[src/rtl/dll_cmd_guard.sv]
module dll_cmd_guard #(
  parameter int ADDR_W    = 13,
  parameter int T_RD_LOCK = 200,
  parameter int T_NR_MRS  = 2,
  parameter int T_NR_SRX  = 10
) (
  input  logic              clk,
  input  logic              rst_n,
  input  logic              req_valid,
  input  logic              req_is_read,
  input  logic [1:0]        req_ba,
  input  logic [ADDR_W-1:0] req_addr,
  output logic              req_ready,
  input  logic              emr_valid,
  input  logic [2:0]        emr_bits,
  output logic              emr_ready,
  input  logic              banks_idle,
  input  logic              sr_enter,
  input  logic              sr_exit,
  output logic [2:0]        bus_cmd,
  output logic [1:0]        bus_ba,
  output logic [ADDR_W-1:0] bus_addr,
  output logic              rd_grant,
  output logic              nr_grant,
  output logic [2:0]        emr_shadow
);
  localparam int CNT_MAX = (T_RD_LOCK > T_NR_SRX) ?
                           ((T_RD_LOCK > T_NR_MRS) ? T_RD_LOCK : T_NR_MRS) :
                           ((T_NR_SRX > T_NR_MRS) ? T_NR_SRX : T_NR_MRS);
  localparam int CW = $clog2(CNT_MAX + 1);
  localparam logic [2:0] C_NOP = 3'd0, C_MRS = 3'd1, C_RD = 3'd2,
                         C_NRD = 3'd3, C_SRE = 3'd4, C_SRX = 3'd5;

  logic          configured, dll_on, in_sr;
  logic [CW-1:0] rd_cnt, nr_cnt;

  wire do_sre   = sr_enter & ~in_sr;
  wire do_srx   = sr_exit & in_sr;
  wire sr_evt   = do_sre | do_srx;

  assign emr_ready = banks_idle & ~in_sr & (nr_cnt == '0) & ~sr_evt;
  wire   emr_fire  = emr_valid & emr_ready;

  assign rd_grant  = configured & dll_on & ~in_sr & (rd_cnt == '0);
  assign nr_grant  = configured & ~in_sr & (nr_cnt == '0);
  assign req_ready = (req_is_read ? rd_grant : nr_grant) & ~emr_fire & ~sr_evt;
  wire   req_fire  = req_valid & req_ready;

  always_ff @(posedge clk) begin
    if (!rst_n) begin
      configured <= 1'b0;
      dll_on     <= 1'b0;
      in_sr      <= 1'b0;
      rd_cnt     <= '0;
      nr_cnt     <= '0;
      emr_shadow <= '0;
      bus_cmd    <= C_NOP;
      bus_ba     <= '0;
      bus_addr   <= '0;
    end else begin
      if (rd_cnt != '0) rd_cnt <= rd_cnt - 1'b1;
      if (nr_cnt != '0) nr_cnt <= nr_cnt - 1'b1;
      bus_cmd  <= C_NOP;
      bus_ba   <= '0;
      bus_addr <= '0;
      if (do_sre) begin
        bus_cmd <= C_SRE;
        in_sr   <= 1'b1;
        dll_on  <= 1'b0;
      end else if (do_srx) begin
        bus_cmd <= C_SRX;
        in_sr   <= 1'b0;
        dll_on  <= 1'b1;
        rd_cnt  <= CW'(T_RD_LOCK - 1);
        nr_cnt  <= CW'(T_NR_SRX - 1);
      end else if (emr_fire) begin
        bus_cmd    <= C_MRS;
        bus_ba     <= 2'b01;
        bus_addr   <= ADDR_W'(emr_bits);
        emr_shadow <= emr_bits;
        nr_cnt     <= CW'(T_NR_MRS - 1);
        dll_on     <= ~emr_bits[0];
        if (!emr_bits[0]) begin
          configured <= 1'b1;
          rd_cnt     <= CW'(T_RD_LOCK - 1);
        end
      end else if (req_fire) begin
        bus_cmd  <= req_is_read ? C_RD : C_NRD;
        bus_ba   <= req_ba;
        bus_addr <= req_addr;
      end
    end
  end
endmodule

[config.mk]
export PLATFORM = sky130hd
export DESIGN_NAME = dll_cmd_guard
export DESIGN_NICKNAME = d
export VERILOG_FILES = /design/src/rtl/dll_cmd_guard.sv
export SDC_FILE = /design/constraint.sdc
export NUM_CORES = 1
export LEC_CHECK = 0
export ABC_CLOCK_PERIOD_IN_PS = 1800
export BUFFER_PORTS_ARGS = -buffer_cell sky130_fd_sc_hd__clkbuf_2
export CORE_UTILIZATION = 45
export DETAILED_ROUTE_END_ITERATION = 16
export PLACE_DENSITY = 0.75
export SLEW_MARGIN = 20
export SYNTH_ARGS = -nofsm -noshare
export SYNTH_HDL_FRONTEND = slang
export SYNTH_SLANG_ARGS = --single-unit
[constraint.sdc]
create_clock -name clk -period 1.8 [get_ports clk]
set_input_delay 0 -clock clk [delete_from_list [all_inputs] [get_ports clk]]
set_output_delay 0 -clock clk [all_outputs]
set_load 0.03 [all_outputs]
==> results of run 1 <==
## state kept, by name, summed over array words and instances (netlist names)
| signal | cells |
|---|---|
| bus_addr | 13 |
| nr_cnt | 8 |
| rd_cnt | 8 |
| bus_cmd | 3 |
| emr_shadow | 3 |
| bus_ba | 2 |
| configured | 1 |
| dll_on | 1 |
| in_sr | 1 |
## stage by stage
stage                     TNS (ns)  instance area (um2)  worst slack (ns)
after floorplan             -0.194                 1660           -0.0811
after global placement      -0.652                 2140           -0.0598
after detailed placement     -1.14                 2140            -0.110
after CTS                    -2.56                 2510            -0.306
after global routing         -7.60                 2700            -0.396
final                        -5.88                 2700            -0.349
## area by class of cell
class / instances / area [um2] / share of cell area (%)
Sequential cell: 40 / 806 / 29.8
Multi-Input combinational cell: 121 / 943 / 34.9
Timing Repair Buffer: 107 / 808 / 29.9
Clock inverter: 1 / 7.51 / 0.278
Clock buffer: 7 / 55.1 / 2.04
Inverter: 7 / 26.3 / 0.972
Tap cell: 46 / 57.6 / 2.13
## tightest hold or removal path: stages
cell and delay (ns):
clkbuf_2 0.15, or4b_4 0.16, a31oi_4 0.08
## power by group
group / internal, mW / leakage (nW) / total, mW / switching (mW)
clock network: 0.191 / 0.0315 / 0.489 / 0.298
logic: 1.16 / 0.846 / 2.22 / 1.06
registers: 1.07 / 0.328 / 1.19 / 0.125
total: 2.42 / 1.21 / 3.90 / 1.48
## cell usage in the layout (no fill, tap or decap), drive strengths merged, types with 3 or more instances in the layout
| master | instances |
|---|---|
| ha | 4 |
| clkbuf | 54 |
| xnor2 | 5 |
| nand3 | 3 |
| o21ai | 6 |
| buf | 39 |
| o2111ai | 3 |
| mux2i | 3 |
| dlygate4sd3 | 21 |
| nor4 | 5 |
| nor2 | 22 |
| inv | 7 |
| nor3 | 5 |
| nand2 | 14 |
| or3 | 3 |
| xor2 | 7 |
| and2 | 13 |
| a21oi | 8 |
| dfxtp | 40 |
## metal layers
metal	global-route usage [%]	up-vias	wire, um
met5	0	-	0
met4	15.9	0	193
met3	8.90	21	217
met2	46.4	57	2900
met1	27.0	820	2070
li1	-	806	-
## path summary, 6_finish.rpt
kind            startpoint       endpoint  slack (ns)  depth (start not counted)
min reg2reg  emr_shadow[1]  emr_shadow[1]        0.48                          2
max              nr_cnt[2]      req_ready       -0.35                          6
min            req_is_read     bus_cmd[0]        0.09                          3
max reg2reg      nr_cnt[2]     bus_cmd[0]       -0.30                          5
## repair_timing
| action | in CTS | in global routing |
|---|---|---|
| resized for setup | 19 | 41 |
| buffers inserted | 3 | 6 |
| endpoints found under the hold margin | 20 | 0 |
| hold buffers | 21 | 0 |
| pin swaps | 6 | 10 |
| endpoints found under the setup margin | 21 | 34 |
## logic make-up after synthesis
logic type      Yosys count
flops                    40
simple gates             78
compound gates           23
fa+ha+maj                 4
buf+inv                  12
xor+xnor                 12
mux                       4
==> impl_metrics.csv, run 1 <==
group,metric,value,unit
run_status,status,"complete, but fails checks",
run_status,violations,"setup timing",
final_layout,syn2layout_area_growth,66.6,%
floorplan,core-area,3390,um2
logic_synthesis,yosys-mux-area-fraction,2.54,%
logic_synthesis,avgSynthCellArea,9.38,um2
logic_synthesis,synth_xor_area_share,6.48,%
sta,whs,0.0878,ns
sta,fin_ws,-0.349,ns
logic_synthesis,yosysTopAreaCell,"dfxtp_1",
grt,grt_pass1_vias,1609,
logic_synthesis,synth_seq_area_share,49.3,%
placed_design,post-place-cells,292,
sta,skew,0.00844,ns
floorplan,pin_count,51,
floorplan,fp-row-count,21,
logic_synthesis,synth_edf_count,0,
cts,htree_levels,2,
logic_synthesis,ys_ff_latch,40,
cts,cts_buffers,5,
sta,drv_slew,0,
placed_design,routabilityCongestion,0.828,
power,leakagePower,1.21,nW
route,drt-wirelength-per-cell,16.4,um
placed_design,numPortBuffers,50,
worst_hold_path,hold_path_class,"in -> reg",
worst_setup_path,slowest_stage,"or4_4",
final_layout,instances_no_fill,329,
grt,grt_usage,26.4,%
run,maxCapViolCount,0,
worst_setup_path,crit_path_start_kind,"flop",
logic_synthesis,synthSimpleGateAreaFrac,26.1,%
logic_synthesis,synth.most_common_cell,"dfxtp_1",
worst_setup_path,cp_max_fo,3,
cts,clkSinkCount,40,
sta,fin_crit_sh,119,%
power,power_density,1440,nW/um2
logic_synthesis,synth_compound_area_share,8.94,%
logic_synthesis,synth_top_family_by_area,"simple AND/OR/NAND/NOR gates",
worst_setup_path,required,1.80,ns
worst_setup_path,worst-setup-path-type,"reg -> out",
worst_setup_path,crit_buf_inv,2,
grt,grt_pass1_wl,7.13,mm
logic_synthesis,ys.flop_type,"dfxtp_1",
route,viasPerCell,5.18,
logic_synthesis,synth_top_cells_by_area,"dfxtp_1 49%, nor2_1 5.1%, and2_1 5.0%, xor2_1 3.8%, nand2_1 3.2%",
cts,cts-root-buf,"clkbuf_4",
placed_design,dp_hpwl,2.87,mm
grt,grt_max_degree,14,
cts,clockBufferDepth,2,
worst_setup_path,cp-end-kind,"primary output",
route,drt_wl_total,5.39,mm
worst_setup_path,slowest_delay,0.57,ns
grt,grt_remaining_overflow,0,
final_layout,diodes,0,
final_layout,nNetsFinal,312,
logic_synthesis,synthArstFlopShare,0,%
floorplan,initial_utilization,47.9,%
logic_synthesis,synth_cells,173,
sta,tightest_slew,0.565,ns
logic_synthesis,synthAdderAreaFrac,3.08,%
logic_synthesis,yosysUniqueCellTypes,37,
logic_synthesis,synth_common_cells,"40 x dfxtp_1, 22 x nor2_1, 14 x nand2_1",
route,drt_iter0_markers,80,
sta,hold_viol,0,
worst_setup_path,critical-path-top-delay-family,"simple AND/OR/NAND/NOR gates",
route,drc_errors,0,
logic_synthesis,synth_top_area_share,49.3,%
sta,rsz0062_at_grt,"true",
final_layout,utilization,79.8,%
route,ant_nets,0,
sta,min_period,2.15,ns
sta,relSlewSlack,62.3,%
power,ir_drop,0.00108,V
grt,antenna_found_initial,0,
route,dr_total_vias,1704,
floorplan,die-area,3850,um2
logic_synthesis,mappedNetlistArea,1620,um2
logic_synthesis,yosys_warnings,0,
final_layout,drive_gt1_share,46.3,%
power,power,3.90,mW
cts,clkTransAtPathRegs,0.12,ns
final_layout,final.fill_count,195,
logic_synthesis,synth_nets,203,
floorplan,die_w,62.1,um
route,dr.pass1.iters,5,
cts,clk_latency,0.35,ns
worst_setup_path,path_cells,"or4_4 -> or3_4 -> buf_4 -> o21ai_2 -> nor3_2 -> clkbuf_8",
sta,setup_viol,42,
cts,cts_tree,"built",
floorplan,die_h,62.1,um
worst_setup_path,worstPathArrival,2.15,ns
sta,max_freq,0.465,GHz
No activity file was read; power rests on OpenSTA's default activity.
==> run 2, diff against run 1 <==
BUFFER_PORTS_ARGS = -buffer_cell sky130_fd_sc_hd__buf_2   (was -buffer_cell sky130_fd_sc_hd__clkbuf_2)
CORE_UTILIZATION = 47   (was 45)
CTS_BUF_LIST = sky130_fd_sc_hd__clkbuf_4 sky130_fd_sc_hd__clkbuf_8   (was unset)
PLACE_DENSITY = 0.77   (was 0.75)
==> run 2 against run 1 <==
Effect of this change: the flow still finishes with violations (setup timing); combinational power hardly changed; via count is 11% higher; non-clock buffer count is 3 higher; final cell count is 0.30% higher; first-iteration DRC count is 120% higher; register-to-register slack better by 0.04 ns.
==> impl_metrics.csv, run 2 (same netlist as run 1, synthesis figures left out) <==
group,metric,value,unit
cts,clkTransAtPathRegs,0.15,ns
worst_setup_path,path_cells,"or4_4 -> nor4_4 -> o21ai_2 -> nor3_2 -> buf_4",
sta,max_freq,0.464,GHz
power,power_density,1490,nW/um2
final_layout,syn2layout_area_growth,70.2,%
floorplan,core-area,3150,um2
route,dr.pass1.iters,5,
worst_setup_path,cp-end-kind,"primary output",
cts,cts_buffers,5,
sta,fin_crit_sh,120,%
worst_setup_path,slowest_delay,0.57,ns
worst_hold_path,hold_path_class,"in -> reg",
cts,clockBufferDepth,2,
final_layout,nNetsFinal,315,
run_status,status,"complete, but fails checks",
floorplan,die_w,60.8,um
power,leakagePower,1.28,nW
route,viasPerCell,5.74,
sta,hold_viol,0,
placed_design,routabilityCongestion,0.873,
sta,relSlewSlack,63.6,%
run_status,violations,"setup timing",
placed_design,dp_hpwl,2.84,mm
sta,setup_viol,36,
worst_setup_path,cp_max_fo,3,
final_layout,drive_gt1_share,47.9,%
final_layout,reg_top3,"bus_addr x13, nr_cnt x8, rd_cnt x8",
final_layout,regMostFlops,"bus_addr",
run,maxCapViolCount,0,
grt,grt_pass1_wl,7.42,mm
worst_setup_path,crit_path_start_kind,"flop",
grt,grt_usage,27.8,%
floorplan,fp-row-count,20,
cts,clk_latency,0.38,ns
final_layout,diodes,0,
sta,drv_slew,0,
floorplan,die_h,60.8,um
grt,antenna_found_initial,0,
final_layout,seqCellArea,805,um2
sta,fin_ws,-0.353,ns
route,ant_nets,0,
grt,grt_max_degree,14,
placed_design,numPortBuffers,50,
floorplan,die-area,3690,um2
floorplan,initial_utilization,51.5,%
power,ir_drop,0.000967,V
route,drt_wl_total,6.58,mm
sta,skew,0.0309,ns
sta,tightest_slew,0.545,ns
route,drt_iter0_markers,177,
sta,min_period,2.15,ns
final_layout,multi_input_area,966,um2
worst_setup_path,slowest_stage,"or4_4",
cts,clkSinkCount,40,
cts,htree_levels,2,
final_layout,instances_no_fill,330,
worst_setup_path,critical-path-top-delay-family,"simple AND/OR/NAND/NOR gates",
route,drc_errors,0,
route,drt-wirelength-per-cell,19.9,um
final_layout,final_cell_mix,"46 x buf_2, 37 x dfxtp_1, 29 x buf_4",
final_layout,final_common_cell,"buf_2",
placed_design,post-place-cells,288,
placed_design,place_ws,-0.120,ns
grt,grt_remaining_overflow,0,
floorplan,pin_count,51,
worst_setup_path,required,1.80,ns
route,dr_total_vias,1895,
worst_setup_path,worst-setup-path-type,"reg -> out",
sta,rsz0062_at_grt,"true",
worst_setup_path,worstPathArrival,2.15,ns
cts,cts-root-buf,"clkbuf_4",
final_layout,final.fill_count,134,
worst_setup_path,crit_buf_inv,1,
cts,cts_tree,"built",
final_layout,largest_reg_flops,13,
grt,grt_pass1_vias,1637,
-- run 2: cell count changes in the layout (fill, tap and decap cells not counted), sizes merged --
cell | previous run | this run
buf | 39 | 88
clkbuf | 54 | 7
bufinv | 0 | 1
clkinvlp | 1 | 0
dlygate4sd3 | 21 | 22
-- run 2: cell type report --
class	instances	share of cell area, %
multi-input combinational	121	35.0
timing repair buffer	110	29.5
sequential	40	29.1
clock buffer	7	2.36
tap	44	1.99
clock inverter	1	1.09
inverter	7	0.952
-- run 2: worst paths after layout --
| kind | slack [ns] | end | startpoint | cells past startpoint |
|---|---|---|---|---|
| setup / recovery | -0.35 | req_ready | rd_cnt[3] | 5 |
| hold / removal | 0.09 | bus_cmd[0] | req_is_read | 3 |
| setup reg to reg | -0.26 | dll_on | nr_cnt[0] | 11 |
| hold reg to reg | 0.48 | emr_shadow[0] | emr_shadow[0] | 2 |
-- run 2: per-layer routing --
metal / wire, um / part of all wire [%] / global-route usage [%] / up-vias
met5: 0 / 0 / 0 / -
met1: 2360 / 36 / 33.7 / 885
met4: 340 / 5.2 / 10.7 / 0
met3: 642 / 9.8 / 6.82 / 46
li1: - / - / - / 819
met2: 3240 / 49 / 47.6 / 145
-- run 2: worst reg2reg max path: stages, from the launching register on --
cell and delay [ns]:
dfxtp_2 0.35, inv_2 0.08, ha_4 0.13, or3b_4 0.39, buf_6 0.14, buf_4 0.12
buf_6 0.11, buf_6 0.11, nor3_4 0.16, buf_6 0.18, buf_6 0.12, o41ai_2 0.06
-- run 2: where the power goes --
group	switching [mW]	internal (mW)
logic	1.13	1.11
clock network	0.321	0.369
registers	0.126	1.06
total	1.58	2.54
-- run 2: per-stage QoR --
step           hold slack (ns)  TNS, ns  util, %  cell area [um2]  total power, mW
2_1_floorplan            0.122   -0.194        -             1660             2.22
3_3_place_gp             0.199   -0.451     67.4             2130             2.66
3_5_place_dp             0.201    -1.65     67.4             2130             2.70
4_1_cts                 0.0152    -3.29     81.3             2560             3.60
5_1_grt                 0.0883    -7.04     87.6             2760             4.29
6_report                0.0937    -5.36     87.6             2760             4.12
-- run 2: what timing repair did --
action | CTS | global route
cloned | 0 | 1
setup buffers | 5 | 7
pin swaps | 6 | 17
hold buffers | 22 | 0
endpoints found under the setup margin | 29 | 42
resized for setup | 25 | 40
endpoints found under the hold margin | 21 | 0
